$ cat src/rtl/pipe_occ_pkg.sv
package pipe_occ_pkg;

  localparam int unsigned NUM_STAGES = 6;

  typedef enum logic [2:0] {
    STG_FETCH  = 3'd0,
    STG_DECODE = 3'd1,
    STG_ADDR   = 3'd2,
    STG_OPND   = 3'd3,
    STG_EXEC   = 3'd4,
    STG_WB     = 3'd5
  } stage_e;

  localparam int unsigned FIRST_STG = int'(STG_FETCH);
  localparam int unsigned LAST_STG  = int'(STG_WB);

endpackage

$ cat src/rtl/pipe_rst_sync.sv
module pipe_rst_sync (
  input  logic clk,
  input  logic rst_n,
  output logic rst_n_sync
);
  logic meta_q;
  logic sync_q;

  always_ff @(posedge clk or negedge rst_n) begin
    if (!rst_n) begin
      meta_q <= 1'b0;
      sync_q <= 1'b0;
    end else begin
      meta_q <= 1'b1;
      sync_q <= meta_q;
    end
  end

  assign rst_n_sync = sync_q;
endmodule

$ cat src/rtl/pipe_hold_chain.sv
module pipe_hold_chain #(
  parameter int unsigned N = 6
) (
  input  logic [N-1:0] stall_req,
  output logic [N-1:0] hold
);
  // A stall freezes its own stage and every younger (lower index) stage.
  assign hold[N-1] = stall_req[N-1];

  for (genvar i = 0; i < N-1; i++) begin : g_chain
    assign hold[i] = stall_req[i] | hold[i+1];
  end
endmodule

$ cat src/rtl/pipe_stage.sv
module pipe_stage #(
  parameter int unsigned TAG_W = 8
) (
  input  logic             clk,
  input  logic             rst_n,
  input  logic             flush_i,
  input  logic             hold_i,
  input  logic             bubble_i,
  input  logic             up_valid_i,
  input  logic [TAG_W-1:0] up_tag_i,
  output logic             valid_o,
  output logic [TAG_W-1:0] tag_o
);
  logic             valid_q, valid_d;
  logic [TAG_W-1:0] tag_q;
  logic             tag_en;

  always_comb begin
    valid_d = valid_q;
    tag_en  = 1'b0;
    if (flush_i) begin
      valid_d = 1'b0;
    end else if (hold_i) begin
      valid_d = valid_q;
    end else if (bubble_i) begin
      valid_d = 1'b0;
    end else begin
      valid_d = up_valid_i;
      tag_en  = up_valid_i;
    end
  end

  always_ff @(posedge clk or negedge rst_n) begin
    if (!rst_n) begin
      valid_q <= 1'b0;
    end else begin
      valid_q <= valid_d;
    end
  end

  always_ff @(posedge clk or negedge rst_n) begin
    if (!rst_n) begin
      tag_q <= '0;
    end else if (tag_en) begin
      tag_q <= up_tag_i;
    end
  end

  assign valid_o = valid_q;
  assign tag_o   = tag_q;

  // a frozen stage keeps its occupancy and tag
  p_hold_keeps_r3: assert property (@(posedge clk) disable iff (!rst_n)
    (!flush_i && hold_i) |=> ($stable(valid_q) && $stable(tag_q)));
endmodule

$ cat src/rtl/pipe_bubble_counter.sv
module pipe_bubble_counter #(
  parameter int unsigned N     = 6,
  parameter int unsigned CNT_W = 8
) (
  input  logic             clk,
  input  logic             rst_n,
  input  logic [N-1:0]     valid_i,
  output logic [CNT_W-1:0] cnt_o
);
  localparam int unsigned ADD_W = $clog2(N + 1);
  localparam int unsigned SUM_W = CNT_W + ADD_W;
  localparam logic [CNT_W-1:0] CNT_MAX = {CNT_W{1'b1}};

  logic [CNT_W-1:0] cnt_q, cnt_d;
  logic [ADD_W-1:0] empties;
  logic [SUM_W-1:0] sum;

  always_comb begin
    empties = '0;
    for (int i = 0; i < int'(N); i++) begin
      empties = empties + ADD_W'(!valid_i[i]);
    end
    sum = SUM_W'(cnt_q) + SUM_W'(empties);
    if (sum > SUM_W'(CNT_MAX)) begin
      cnt_d = CNT_MAX;
    end else begin
      cnt_d = sum[CNT_W-1:0];
    end
  end

  always_ff @(posedge clk or negedge rst_n) begin
    if (!rst_n) begin
      cnt_q <= '0;
    end else begin
      cnt_q <= cnt_d;
    end
  end

  assign cnt_o = cnt_q;

  // the count never falls while running
  p_cnt_grows_r9: assert property (@(posedge clk) disable iff (!rst_n)
    1'b1 |=> (cnt_q >= $past(cnt_q)));
  // saturation holds
  p_cnt_sat_r9: assert property (@(posedge clk) disable iff (!rst_n)
    (cnt_q == CNT_MAX) |=> (cnt_q == CNT_MAX));
endmodule

$ cat src/rtl/pipe_occupancy_ctl.sv
module pipe_occupancy_ctl
  import pipe_occ_pkg::*;
#(
  parameter int unsigned TAG_W = 8,
  parameter int unsigned CNT_W = 8
) (
  input  logic                        clk,
  input  logic                        rst_n,
  input  logic                        in_valid,
  input  logic [TAG_W-1:0]            in_tag,
  input  logic [NUM_STAGES-1:0]       stall_req,
  input  logic                        br_taken,
  output logic                        in_ready,
  output logic [NUM_STAGES-1:0]       stg_valid,
  output logic [NUM_STAGES*TAG_W-1:0] stg_tag,
  output logic [CNT_W-1:0]            bubble_cnt,
  output logic                        flush
);
  localparam int unsigned N = NUM_STAGES;

  logic         rst_n_sync;
  logic [N-1:0] hold;

  pipe_rst_sync u_rst_sync (
    .clk       (clk),
    .rst_n     (rst_n),
    .rst_n_sync(rst_n_sync)
  );

  pipe_hold_chain #(.N(N)) u_hold (
    .stall_req(stall_req),
    .hold     (hold)
  );

  assign flush    = br_taken & stg_valid[LAST_STG];
  assign in_ready = ~hold[FIRST_STG] & ~flush;

  for (genvar i = 0; i < int'(N); i++) begin : g_stage
    logic             up_valid;
    logic [TAG_W-1:0] up_tag;
    logic             bubble;

    if (i == int'(FIRST_STG)) begin : g_head
      assign up_valid = in_valid;
      assign up_tag   = in_tag;
      assign bubble   = 1'b0;
    end else begin : g_body
      assign up_valid = stg_valid[i-1];
      assign up_tag   = stg_tag[(i-1)*TAG_W +: TAG_W];
      assign bubble   = hold[i-1];
    end

    pipe_stage #(.TAG_W(TAG_W)) u_stage (
      .clk       (clk),
      .rst_n     (rst_n_sync),
      .flush_i   (flush),
      .hold_i    (hold[i]),
      .bubble_i  (bubble),
      .up_valid_i(up_valid),
      .up_tag_i  (up_tag),
      .valid_o   (stg_valid[i]),
      .tag_o     (stg_tag[i*TAG_W +: TAG_W])
    );

    if (i > 0) begin : g_chk
      // a free stage behind a free stage takes its occupancy
      p_advance_r2: assert property (@(posedge clk) disable iff (!rst_n_sync)
        (!flush && !hold[i] && !hold[i-1]) |=> (stg_valid[i] == $past(stg_valid[i-1])));
      // the stage ahead of a frozen one turns into a bubble
      p_bubble_ahead_r4: assert property (@(posedge clk) disable iff (!rst_n_sync)
        (!flush && hold[i-1] && !hold[i]) |=> !stg_valid[i]);
    end
  end

  pipe_bubble_counter #(.N(N), .CNT_W(CNT_W)) u_cnt (
    .clk    (clk),
    .rst_n  (rst_n_sync),
    .valid_i(stg_valid),
    .cnt_o  (bubble_cnt)
  );

  // an accepted instruction appears in fetch with its tag
  p_fetch_load_r1: assert property (@(posedge clk) disable iff (!rst_n_sync)
    (in_valid && in_ready) |=> (stg_valid[FIRST_STG] &&
      stg_tag[FIRST_STG*TAG_W +: TAG_W] == $past(in_tag)));
  // without ready, fetch occupancy is untouched unless flushed
  p_ready_block_r6: assert property (@(posedge clk) disable iff (!rst_n_sync)
    (!in_ready && !flush) |=> $stable(stg_valid[FIRST_STG]));
  // a flush empties every stage
  p_flush_clears_r8: assert property (@(posedge clk) disable iff (!rst_n_sync)
    flush |=> (stg_valid == '0));
  // a flush is a single-cycle pulse
  p_flush_pulse_r7: assert property (@(posedge clk) disable iff (!rst_n_sync)
    flush |=> !flush);
endmodule

$ cat config.mk
export PLATFORM = sky130hd
export DESIGN_NAME = pipe_occupancy_ctl
export DESIGN_NICKNAME = d
export VERILOG_FILES = /design/src/rtl/pipe_occ_pkg.sv /design/src/rtl/pipe_rst_sync.sv /design/src/rtl/pipe_hold_chain.sv /design/src/rtl/pipe_stage.sv /design/src/rtl/pipe_bubble_counter.sv /design/src/rtl/pipe_occupancy_ctl.sv
export SDC_FILE = /design/constraint.sdc
export NUM_CORES = 1
export LEC_CHECK = 0
export ABC_AREA = 1
export CAP_MARGIN = 20
export CORE_MARGIN = 8
export CORE_UTILIZATION = 45
export CTS_BUF_LIST = sky130_fd_sc_hd__clkbuf_8
export CTS_CLUSTER_SIZE = 25
export DETAILED_ROUTE_END_ITERATION = 10
export HOLD_SLACK_MARGIN = 0.1
export PLACE_DENSITY = 0.83
export SLEW_MARGIN = 20
export SYNTH_ARGS = -nofsm -noshare
export SYNTH_HDL_FRONTEND = slang
export SYNTH_SLANG_ARGS = --single-unit
$ cat constraint.sdc
create_clock -name clk -period 4.1 [get_ports clk]
set_input_delay 1.025 -clock clk [delete_from_list [all_inputs] [get_ports clk]]
set_output_delay 1.025 -clock clk [all_outputs]
set_load 0.01 [all_outputs]
==> results.toml <==
[outcome]
run_status = "completed"

[logic_synthesis]
yosys_warnings = 0
yosysTopAreaCellShare_pct = 57.42
synthAdderAreaFrac_pct = 4.666
synth-seq-area-share_pct = 57.42
synth_simple_gate_area_share_pct = 25.21
synth_compound_area_share_pct = 4.980
synth_top_area_cell = "dfrtp_1"
synth_xor_area_share_pct = 0.6281
ys_top_cells_by_area = "dfrtp_1 57%, nand2_1 15%, inv_1 4.2%"
synth_cell_type_count = 26
yosys_register_bits = 64
synth_nets = 328
synth.avg_cell_area_sq_um = 9.235
synthCells = 302
synthesis.area_sq_um = 2789
synthMuxAreaShare_pct = 0
synth_top_family_by_area = "simple AND/OR/NAND/NOR gates"

[finish]
seq_area_sq_um = 1603
multi_input_area_sq_um = 993.5
final_core_util_pct = 63.91
layout_common_cells = "109 x nand2_1, 81 x clkdlybuf4s50_1, 63 x dfrtp_1, 34 x inv_1, 20 x nand3_1"
drive_above_1_share_pct = 7.179
antenna_cells = 0
nets = 411
nFillCells = 510
syn_to_final_growth_pct = 36.47
final_common_cell = "nand2_1"

[critical_path]
r2r-start = "g_stage[0].u_stage.valid_o"
critPathMaxFanout = 5
critical_path_required_ns = 3.07
rrSetupSlack_ns = 0.60
cp_data_arrival_time_ns = 2.53
r2r_end = "u_cnt.cnt_o[5]"
reg2reg_depth = 14
path_class = "in2out"
cp-start-kind = "input pin"
setup.worst_path.end_class = "output port"

[die]
core.rowCount = 28
core_area_sq_um = 5956
die_area_sq_um = 8973
die_w_um = 94.73
start_util_pct = 46.83
die_h_um = 94.73
ios = 82

[drt]
vias_per_cell = 4.830
wire_per_inst_um = 14.09
drc = 0
drt-total-wl_um = 6550
drtIter0Drc = 91
dr.pass1.iters = 6
detail-route-antenna-nets = 0
via_count = 2246

[timing]
rsz0062_at_grt = "no"
period_share_pct = 86.78
setup_viol = 0
skew_ns = 0.009518
fmax_ghz = 0.2811
finalSetupTns_ns = 0
final-max-slew-violation-count = 0
max_slew_margin_pct = 58.42
min_period_ns = 3.558
finalHoldViolCount = 0
worst_pin_slew_ns = 0.6219

[clock_tree]
cts_root_buffer = "clkbuf_8"
clock_sinks = 64
cts-resized-gates = 0
cts_max_level = 3
clk_path_buf_depth = 2
path_clk_slew_ns = 0.07
cts_tree = "built"
cts_hold_buf = 0
worstSkewPairLatency_ns = 0.33
postCtsSetupBuffers = 0
cts_buffers = 9

[power_and_ir_drop]
vdd_ir_drop_max_mv = 0.3454
power.density_nw_per_um2 = 574.9
leakage_nw = 1.893

[global_route]
grt_max_degree = 36
grt_usage_pct = 15.95
grt_pass1_vias = 2435
met3_usage_pct = 6.667
grt_overflow_total = 0
use_met1_pct = 17.16
grt_util_met2_pct = 26.94
top_usage_layer = "met2"
grt_antenna_before_repair = 0
grt_pass1_wl_um = 11180

[placed_design]
dp_hpwl_um = 5065
place_congestion = 0.7808
port_buffers = 81

[worst_hold_path]
min_path_type = "reg2async"

[job]
max_cap_viol_count = 0
==> cells in the mapped netlist <==
| cell | number |
|---|---|
| a21oi_1 | 3 |
| buf_2 | 2 |
| buf_4 | 7 |
| clkbuf_1 | 2 |
| clkinv_1 | 1 |
| conb_1 | 1 |
| dfrtp_1 | 64 |
| fa_1 | 4 |
| ha_1 | 4 |
| inv_1 | 31 |
| inv_2 | 1 |
| nand2_1 | 109 |
| nand2_2 | 3 |
| nand3_1 | 20 |
| nand3_2 | 1 |
| nand4_1 | 8 |
| nand4_4 | 1 |
| nor2_1 | 7 |
| nor2_2 | 1 |
| nor2_4 | 5 |
| nor3_1 | 1 |
| o21ai_0 | 15 |
| o21ai_1 | 8 |
| o32ai_1 | 1 |
| xnor2_1 | 1 |
| xor2_1 | 1 |
==> where the power goes <==
group	internal, mW	switching (mW)
combinational	0.427	0.416
clock	0.227	0.233
sequential	0.784	0.101
==> cell type report <==
cell class,count,share of cell area (%)
flip-flops and latches,64,42.11
well taps,75,2.465
multi-input cells,194,26.10
clock buffers,10,3.616
clock inverters,6,0.7561
repair buffers,83,21.70
inverters,33,3.254
==> flip-flops by register name, indices dropped and copies added (netlist names) <==
signal                   cells
g_stage.u_stage.tag_o       48
u_cnt.cnt_o                  8
g_stage.u_stage.valid_o      6
u_rst_sync.meta_q            1
u_rst_sync.rst_n_sync        1
==> logic make-up (layout without fill, tap and decap cells) <==
kind of cell             after synthesis  count (layout)
AND/OR/NAND/NOR                      156             156
flip-flops                            64              64
buffers and inverters                 44             132
AO/OA/AOI/OAI                         27              27
adder cells (fa/ha/maj)                8               8
XOR/XNOR                               2               2
other                                  1               1
==> critical path: stages <==
cell and delay, ns:
clkdlybuf4s50_1 0.44, nor2_4 0.18, nand4_4 0.15, nor3_1 0.16
clkdlybuf4s50_1 0.57
==> per-stage QoR <==
step / setup WS (ns) / hold slack [ns] / power (mW) / std cells / area [sq um]
2_1_floorplan: 0.9200 / 0.3312 / 1.340 / 302 / 2789
3_3_place_gp: 0.5310 / 0.3027 / 1.705 / 449 / 3640
3_5_place_dp: 0.5444 / 0.3070 / 1.753 / 449 / 3640
4_1_cts: 0.5259 / 0.3138 / 2.216 / 465 / 3806
5_1_grt: 0.4082 / 0.3464 / 2.350 / 465 / 3806
6_report: 0.5420 / 0.2830 / 2.188 / 465 / 3806
==> worst max-delay path by stage <==
| stage | start | end | slack [ns] | cells after the start |
|---|---|---|---|---|
| 4_1_cts | stall_req[4] | in_ready | 0.53 | 5 |
| 5_1_grt | g_stage[0].u_stage.valid_o | u_cnt.cnt_o[5] | 0.41 | 14 |
| 3_5_place_dp | stall_req[4] | in_ready | 0.54 | 5 |
| 6_report | stall_req[4] | in_ready | 0.54 | 5 |
| 3_3_place_gp | stall_req[4] | in_ready | 0.53 | 5 |
| 2_1_floorplan | g_stage[0].u_stage.valid_o | u_cnt.cnt_o[2] | 0.92 | 14 |
==> per-layer routing <==
layer	vias up	share of wire, %
li1	1120	-
met1	1040	41
met2	75	49
met3	11	8.4
met4	0	1.5
met5	-	0
Note: power is estimated with default switching activity, not from simulation.
